### src/rtl/clkm_pkg.sv
package clkm_pkg;
  localparam int SVAL_W = 3;

  typedef struct packed {
    logic              slow;
    logic [SVAL_W-1:0] sval;
    logic              hdiv;
    logic              pdiv;
  } clk_cfg_t;

  localparam int B_UOFF = 7;
  localparam int B_MOFF = 5;
  localparam int B_SLOW = 4;
endpackage

### src/rtl/clkm_rst_sync.sv
module clkm_rst_sync (
  input  logic clk_i,
  input  logic arst_ni,
  output logic rst_no
);
  logic [1:0] sync_q;

  always_ff @(posedge clk_i or negedge arst_ni) begin
    if (!arst_ni) sync_q <= 2'b00;
    else          sync_q <= {sync_q[0], 1'b1};
  end

  assign rst_no = sync_q[1];
endmodule

### src/rtl/clkm_lock_cnt.sv
module clkm_lock_cnt #(
  parameter int LOCK_CYC = 20
) (
  input  logic clk_i,
  input  logic rst_ni,
  input  logic pd_i,
  output logic stable_o
);
  localparam int CW = $clog2(LOCK_CYC + 1);
  localparam logic [CW-1:0] LOCK_V = CW'(LOCK_CYC);

  logic [CW-1:0] cnt_q, cnt_d;

  always_comb begin
    if (pd_i)                cnt_d = '0;
    else if (cnt_q == LOCK_V) cnt_d = cnt_q;
    else                     cnt_d = cnt_q + 1'b1;
  end

  always_ff @(posedge clk_i or negedge rst_ni) begin
    if (!rst_ni) cnt_q <= '0;
    else         cnt_q <= cnt_d;
  end

  assign stable_o = (cnt_q == LOCK_V);


  lock_drop_chk: assert property (@(posedge clk_i) disable iff (!rst_ni)
    pd_i |=> !stable_o);
endmodule

### src/rtl/clkm_en_gen.sv
module clkm_en_gen
  import clkm_pkg::*;
(
  input  logic     clk_i,
  input  logic     rst_ni,
  input  logic     run_i,
  input  logic     restart_i,
  input  clk_cfg_t cfg_i,
  output logic     core_en_o,
  output logic     bus_en_o,
  output logic     per_en_o
);
  localparam int PW = SVAL_W + 1;

  logic [PW-1:0] per_len, cnt_q, cnt_d;
  logic          bph_q, bph_d, pph_q, pph_d;
  logic          core_tick, bus_tick, per_tick;
  logic          core_q, bus_q, per_q;

  always_comb begin
    per_len = (cfg_i.slow && cfg_i.sval != '0) ? {cfg_i.sval, 1'b0} : PW'(1);
    core_tick = run_i && !restart_i && (cnt_q == '0);
    bus_tick  = core_tick && (!cfg_i.hdiv || !bph_q);
    per_tick  = bus_tick && (!cfg_i.pdiv || !pph_q);
    if (restart_i || !run_i)            cnt_d = '0;
    else if (cnt_q == per_len - 1'b1)   cnt_d = '0;
    else                                cnt_d = cnt_q + 1'b1;
    bph_d = restart_i ? 1'b0 : (core_tick ? !bph_q : bph_q);
    pph_d = restart_i ? 1'b0 : (bus_tick ? !pph_q : pph_q);
  end

  always_ff @(posedge clk_i or negedge rst_ni) begin
    if (!rst_ni) begin
      cnt_q  <= '0;
      bph_q  <= 1'b0;
      pph_q  <= 1'b0;
      core_q <= 1'b0;
      bus_q  <= 1'b0;
      per_q  <= 1'b0;
    end else begin
      cnt_q  <= cnt_d;
      bph_q  <= bph_d;
      pph_q  <= pph_d;
      core_q <= core_tick;
      bus_q  <= bus_tick;
      per_q  <= per_tick;
    end
  end

  assign core_en_o = core_q;
  assign bus_en_o  = bus_q;
  assign per_en_o  = per_q;


  gap_on_switch_chk: assert property (@(posedge clk_i) disable iff (!rst_ni)
    restart_i |=> !core_en_o);

  bus_in_core_chk: assert property (@(posedge clk_i) disable iff (!rst_ni)
    bus_en_o |-> core_en_o);

  per_in_bus_chk: assert property (@(posedge clk_i) disable iff (!rst_ni)
    per_en_o |-> bus_en_o);
endmodule

### src/rtl/clkm_ctrl.sv
module clkm_ctrl
  import clkm_pkg::*;
#(
  parameter int MPLL_LOCK_CYC = 20,
  parameter int UPLL_LOCK_CYC = 12
) (
  input  logic       clk_i,
  input  logic       arst_ni,
  input  logic       wr_en_i,
  input  logic       addr_i,
  input  logic [7:0] wdata_i,
  output logic [7:0] rdata_o,
  output logic       mpll_pd_o,
  output logic       mpll_stable_o,
  output logic       upll_pd_o,
  output logic       upll_stable_o,
  output logic       usb_en_o,
  output logic       core_en_o,
  output logic       bus_en_o,
  output logic       per_en_o
);
  logic rst_n;
  logic uoff_q, moff_q, slow_q, hdiv_q, pdiv_q, slow_eff_q;
  logic uoff_d, moff_d, slow_d, hdiv_d, pdiv_d, slow_eff_d;
  logic [SVAL_W-1:0] sval_q, sval_d;
  clk_cfg_t cfg_now, cfg_q;
  logic restart, run;

  clkm_rst_sync u_rst (.clk_i(clk_i), .arst_ni(arst_ni), .rst_no(rst_n));

  always_comb begin
    uoff_d = uoff_q; moff_d = moff_q; slow_d = slow_q; sval_d = sval_q;
    hdiv_d = hdiv_q; pdiv_d = pdiv_q;
    if (wr_en_i && !addr_i) begin
      uoff_d = wdata_i[B_UOFF];
      moff_d = wdata_i[B_MOFF];
      slow_d = wdata_i[B_SLOW];
      sval_d = wdata_i[SVAL_W-1:0];
    end
    if (wr_en_i && addr_i) begin
      hdiv_d = wdata_i[1];
      pdiv_d = wdata_i[0];
    end
    // entering slow is immediate; leaving waits for main PLL lock
    if (slow_q)                         slow_eff_d = 1'b1;
    else if (slow_eff_q && mpll_stable_o) slow_eff_d = 1'b0;
    else                                slow_eff_d = slow_eff_q;
    cfg_now = '{slow: slow_eff_q, sval: sval_q, hdiv: hdiv_q, pdiv: pdiv_q};
    restart = (cfg_now != cfg_q);
    run     = slow_eff_q || mpll_stable_o;
  end

  always_ff @(posedge clk_i or negedge rst_n) begin
    if (!rst_n) begin
      uoff_q <= 1'b0; moff_q <= 1'b0; slow_q <= 1'b0;
      sval_q <= SVAL_W'(4);
      hdiv_q <= 1'b0; pdiv_q <= 1'b0; slow_eff_q <= 1'b0;
      cfg_q  <= '{slow: 1'b0, sval: SVAL_W'(4), hdiv: 1'b0, pdiv: 1'b0};
    end else begin
      uoff_q <= uoff_d; moff_q <= moff_d; slow_q <= slow_d; sval_q <= sval_d;
      hdiv_q <= hdiv_d; pdiv_q <= pdiv_d; slow_eff_q <= slow_eff_d;
      cfg_q  <= cfg_now;
    end
  end

  always_comb begin
    if (!addr_i) rdata_o = {uoff_q, 1'b0, moff_q, slow_q, 1'b0, sval_q};
    else         rdata_o = {6'b0, hdiv_q, pdiv_q};
  end

  assign mpll_pd_o = moff_q && slow_q && slow_eff_q;
  assign upll_pd_o = uoff_q;
  assign usb_en_o  = upll_stable_o && !upll_pd_o;

  clkm_lock_cnt #(.LOCK_CYC(MPLL_LOCK_CYC)) u_mlock (
    .clk_i(clk_i), .rst_ni(rst_n), .pd_i(mpll_pd_o), .stable_o(mpll_stable_o));

  clkm_lock_cnt #(.LOCK_CYC(UPLL_LOCK_CYC)) u_ulock (
    .clk_i(clk_i), .rst_ni(rst_n), .pd_i(upll_pd_o), .stable_o(upll_stable_o));

  clkm_en_gen u_gen (
    .clk_i(clk_i), .rst_ni(rst_n), .run_i(run), .restart_i(restart),
    .cfg_i(cfg_now), .core_en_o(core_en_o), .bus_en_o(bus_en_o),
    .per_en_o(per_en_o));


  mpll_off_slow_chk: assert property (@(posedge clk_i) disable iff (!rst_n)
    mpll_pd_o |-> slow_eff_q);

  hold_until_lock_chk: assert property (@(posedge clk_i) disable iff (!rst_n)
    (!slow_eff_q && !mpll_stable_o) |=> !core_en_o);

  usb_gate_chk: assert property (@(posedge clk_i) disable iff (!rst_n)
    upll_pd_o |=> !usb_en_o);
endmodule

### config.mk
export PLATFORM = sky130hd
export DESIGN_NAME = clkm_ctrl
export DESIGN_NICKNAME = d
export VERILOG_FILES = /design/src/rtl/clkm_pkg.sv /design/src/rtl/clkm_rst_sync.sv /design/src/rtl/clkm_lock_cnt.sv /design/src/rtl/clkm_en_gen.sv /design/src/rtl/clkm_ctrl.sv
export SDC_FILE = /design/constraint.sdc
export NUM_CORES = 1
export LEC_CHECK = 0
export BUFFER_PORTS_ARGS = -buffer_cell sky130_fd_sc_hd__buf_2
export CORE_UTILIZATION = 35
export DETAILED_ROUTE_END_ITERATION = 10
export GPL_TIMING_DRIVEN = 0
export PLACE_DENSITY = 0.52
export SETUP_SLACK_MARGIN = 0.15
export SYNTH_ARGS = -nofsm -noshare
export SYNTH_HDL_FRONTEND = slang
export SYNTH_SLANG_ARGS = --single-unit
### constraint.sdc
create_clock -name clk_i -period 1.6 [get_ports clk_i]
set_clock_uncertainty 0.15 [all_clocks]
set_input_delay 0.24 -clock clk_i [delete_from_list [all_inputs] [get_ports clk_i]]
set_output_delay 0.24 -clock clk_i [all_outputs]
set_load 0.01 [all_outputs]
==> reports/qor.txt <==
Critical Path Start: sval_q[0]$_DFFE_PN0P_
Layout area overhead: 41.54%
Outcome: complete, but fails checks
DIE HEIGHT: 71.24 um
TritonCTS clock tree: built
Via-to-Cell Ratio: 4.903
Kind of end point of the critical path: register
Most used flip-flop cell after synthesis: dfrtp_1
Core area: 4474 sq um
Hold path start: wdata_i[2]
# Max-Cap Violations: 0
DRC: 2
Largest family of logic cells by synthesized area: simple AND/OR/NAND/NOR gates
Reg2reg start: sval_q[0]$_DFFE_PN0P_
Synth top area cells: dfrtp_1 (49%), mux2_1 (6.7%), ha_1 (4.5%)
Final Max Slew Viols: 0
Clk slew on worst S/H paths: 0.07 ns
Routability cong.: 0.8449
Mapped cell area: 1678 sq um
Post-synthesis adder-cell area fraction: 4.474%
Skew-Pair Late Insertion Delay: 0.28 ns
Register bit total from synthesis: 35
Seq/Total Area, Yosys: 52.35%
Yosys warning count: 0
Final Non-Filler Cells: 257
Global route overflow: 0
Pin count of the biggest net entering global routing: 34
Leak Pwr: 1.090 nW
Synth area leader: dfrtp_1
DR pass1 iterations: 7
Worst rel slew slack: 52.26%
Count of final setup violators: 12
Horiz. Die Dim: 71.24 um
Final period utilization: 113.7%
Tmin final: 1.819 ns
RSZ-0062 raised after global routing: yes
Gr usage total: 14.58%
CP max FO: 6
Crit start category: register
DP Cell Count: 223
Post-synth EDFFs: 0
Simple-Gate Fraction of Synth Area: 15.59%
Design Power: 2.667 mW
Arrival time at the worst endpoint: 1.82 ns
DP Wirelength: 2216 um
Failing checks: DRC, setup timing
Count of different cell masters after synthesis: 39
Max rail drop VDD: 0.5438 mV
Std cell rows: 24
Maximum operating frequency: 0.5496 GHz
XOR/XNOR share of the synthesized area: 7.308%
Num CTS Buffers: 5
Post-route setup slack: -0.2194 ns
Routed Antenna Nets: 0
Full die area: 5074 sq um
Post-synthesis mux area share: 6.711%
Avg Inst Size Synth: 11.41 sq um
Drt total wl: 3508 um
Slew @ Worst Pin: 0.7161 ns
First-pass GRT wire length: 5713 um
Final hold violations: 0
Count leader, synth: dfrtp_1
I/O pin count: 28
Hold WS: 0.02530 ns
Routed wire per std cell: 13.65 um
Hold/Removal Path Class: in -> reg
Vias in the first global route: 1,300
Post-synth top area share: 49.22%
Crit path kind: reg -> reg
Layout cells sized above 1: 48.78%
Post-Synthesis Cells: 147
Final #Nets: 223
Root buffer selected by CTS: clkbuf_8
Power per cell area: 1123 nW/um^2
Setup_tns: -1.717 ns
Synth Area in Compound Gates: 8.650%
Port bufs: 23
Starting Density: 37.50%
DR iter-0 viols: 49
Via count: 1,260
Top cells by count, synth: dfrtp_1 (33), nor2_1 (14), mux2_1 (10)
Initial antenna violation count: 0
CP Data Required Time: 1.60 ns
Diode count: 0
Clock buffer depth: 2
FFs w/ async S/R, synth: 100.0%
CTS H-tree depth: 2
Num Clock Sinks: 35
Pre-CTS setup slack: -0.3935 ns
-- state kept, by name, summed over array words and instances, names as in the netlist --
register,cells
cfg_q,6
u_mlock.cnt_q,5
u_gen.cnt_q,4
u_ulock.cnt_q,4
sval_q,3
u_rst.sync_q,2
hdiv_q,1
moff_q,1
pdiv_q,1
slow_eff_q,1
slow_q,1
u_gen.bph_q,1
u_gen.bus_en_o,1
u_gen.core_en_o,1
u_gen.per_en_o,1
u_gen.pph_q,1
upll_pd_o,1
-- final cells by class --
cell class | count | area, sq um
multi-input cells | 98 | 853.3
inverters | 8 | 30.03
fillers | 395 | 2100
well taps | 52 | 65.06
repair buffers | 50 | 384.1
clock buffers | 6 | 82.58
plain buffers | 7 | 71.32
clock inverters | 1 | 5.005
flip-flops and latches | 35 | 883.3
-- worst max-delay path: stages (launching register included) --
cell	delay (ns)
dfrtp_1	0.39
buf_6	0.14
or3_4	0.36
a311o_2	0.34
a22oi_4	0.23
nor4_1	0.08
-- stage by stage --
stage | util [%] | cell area, sq um
5_1_grt | 53.08 | 2375
2_1_floorplan | - | 1682
3_5_place_dp | 41.61 | 1862
3_3_place_gp | 41.61 | 1862
4_1_cts | 49.78 | 2227
6_report | 53.08 | 2375
-- worst paths after layout --
| kind | endpoint | slack (ns) | cells after the start |
|---|---|---|---|
| max reg2reg | u_gen.cnt_q[0]$_DFF_PN0_ | -0.22 | 5 |
| max | u_gen.cnt_q[0]$_DFF_PN0_ | -0.22 | 5 |
| min in group asynchronous | u_rst.sync_q[1]$_DFF_PN0_ | 0.11 | 2 |
| max in group asynchronous | hdiv_q$_DFFE_PN0P_ | 0.62 | 0 |
| min reg2reg | cfg_q[3]$_DFF_PN0_ | 0.18 | 0 |
| min | sval_q[2]$_DFFE_PN1P_ | 0.03 | 2 |
-- logic make-up (layout without fill, tap and decap cells) --
group,count (synthesis),after routing
flip-flops,35,35
XOR/XNOR,14,14
AO/OA/AOI/OAI,20,20
AND/OR/NAND/NOR,45,45
buffers and inverters,15,72
adder cells (fa/ha/maj),6,6
other,2,3
multiplexers,10,10
-- placed cells by master, fill, tap and decap left out, types with 3 or more instances in the layout --
master / instances
a21oi_1: 5
xnor2_1: 6
buf_4: 21
dfrtp_2: 4
nor2b_1: 5
xor2_1: 6
buf_6: 15
inv_2: 6
mux2_1: 8
nand3_1: 4
nand2_1: 3
dfrtp_1: 29
nor2_1: 10
ha_1: 4
clkbuf_8: 6
buf_2: 17
nor4_2: 3
conb_1: 3
-- report_power, final --
part | internal (mW) | leakage, nW | switching (mW) | total [mW]
sequential | 1.03 | 0.430 | 0.137 | 1.17
clock | 0.338 | 0.0470 | 0.305 | 0.643
combinational | 0.481 | 0.613 | 0.377 | 0.858
total | 1.85 | 1.09 | 0.820 | 2.67
-- what timing repair did --
action	4_1_cts	5_1_grt
resized for setup	33	23
buffers inserted	19	7
endpoints found under the hold margin	2	0
setup endpoints to repair	53	20
hold buffers	1	0
pin swaps	13	9
-- routing by layer --
metal | up-vias | GRT usage, % | wire length, um | share of wire (%)
li1 | 618 | - | - | -
met1 | 612 | 17.28 | 1551 | 44
met2 | 25 | 25.19 | 1779 | 51
met3 | 5 | 4.219 | 139 | 4.0
met4 | 0 | 5.333 | 38 | 1.1
met5 | - | 0 | 0 | 0
No activity file was read; power rests on OpenSTA's default activity.
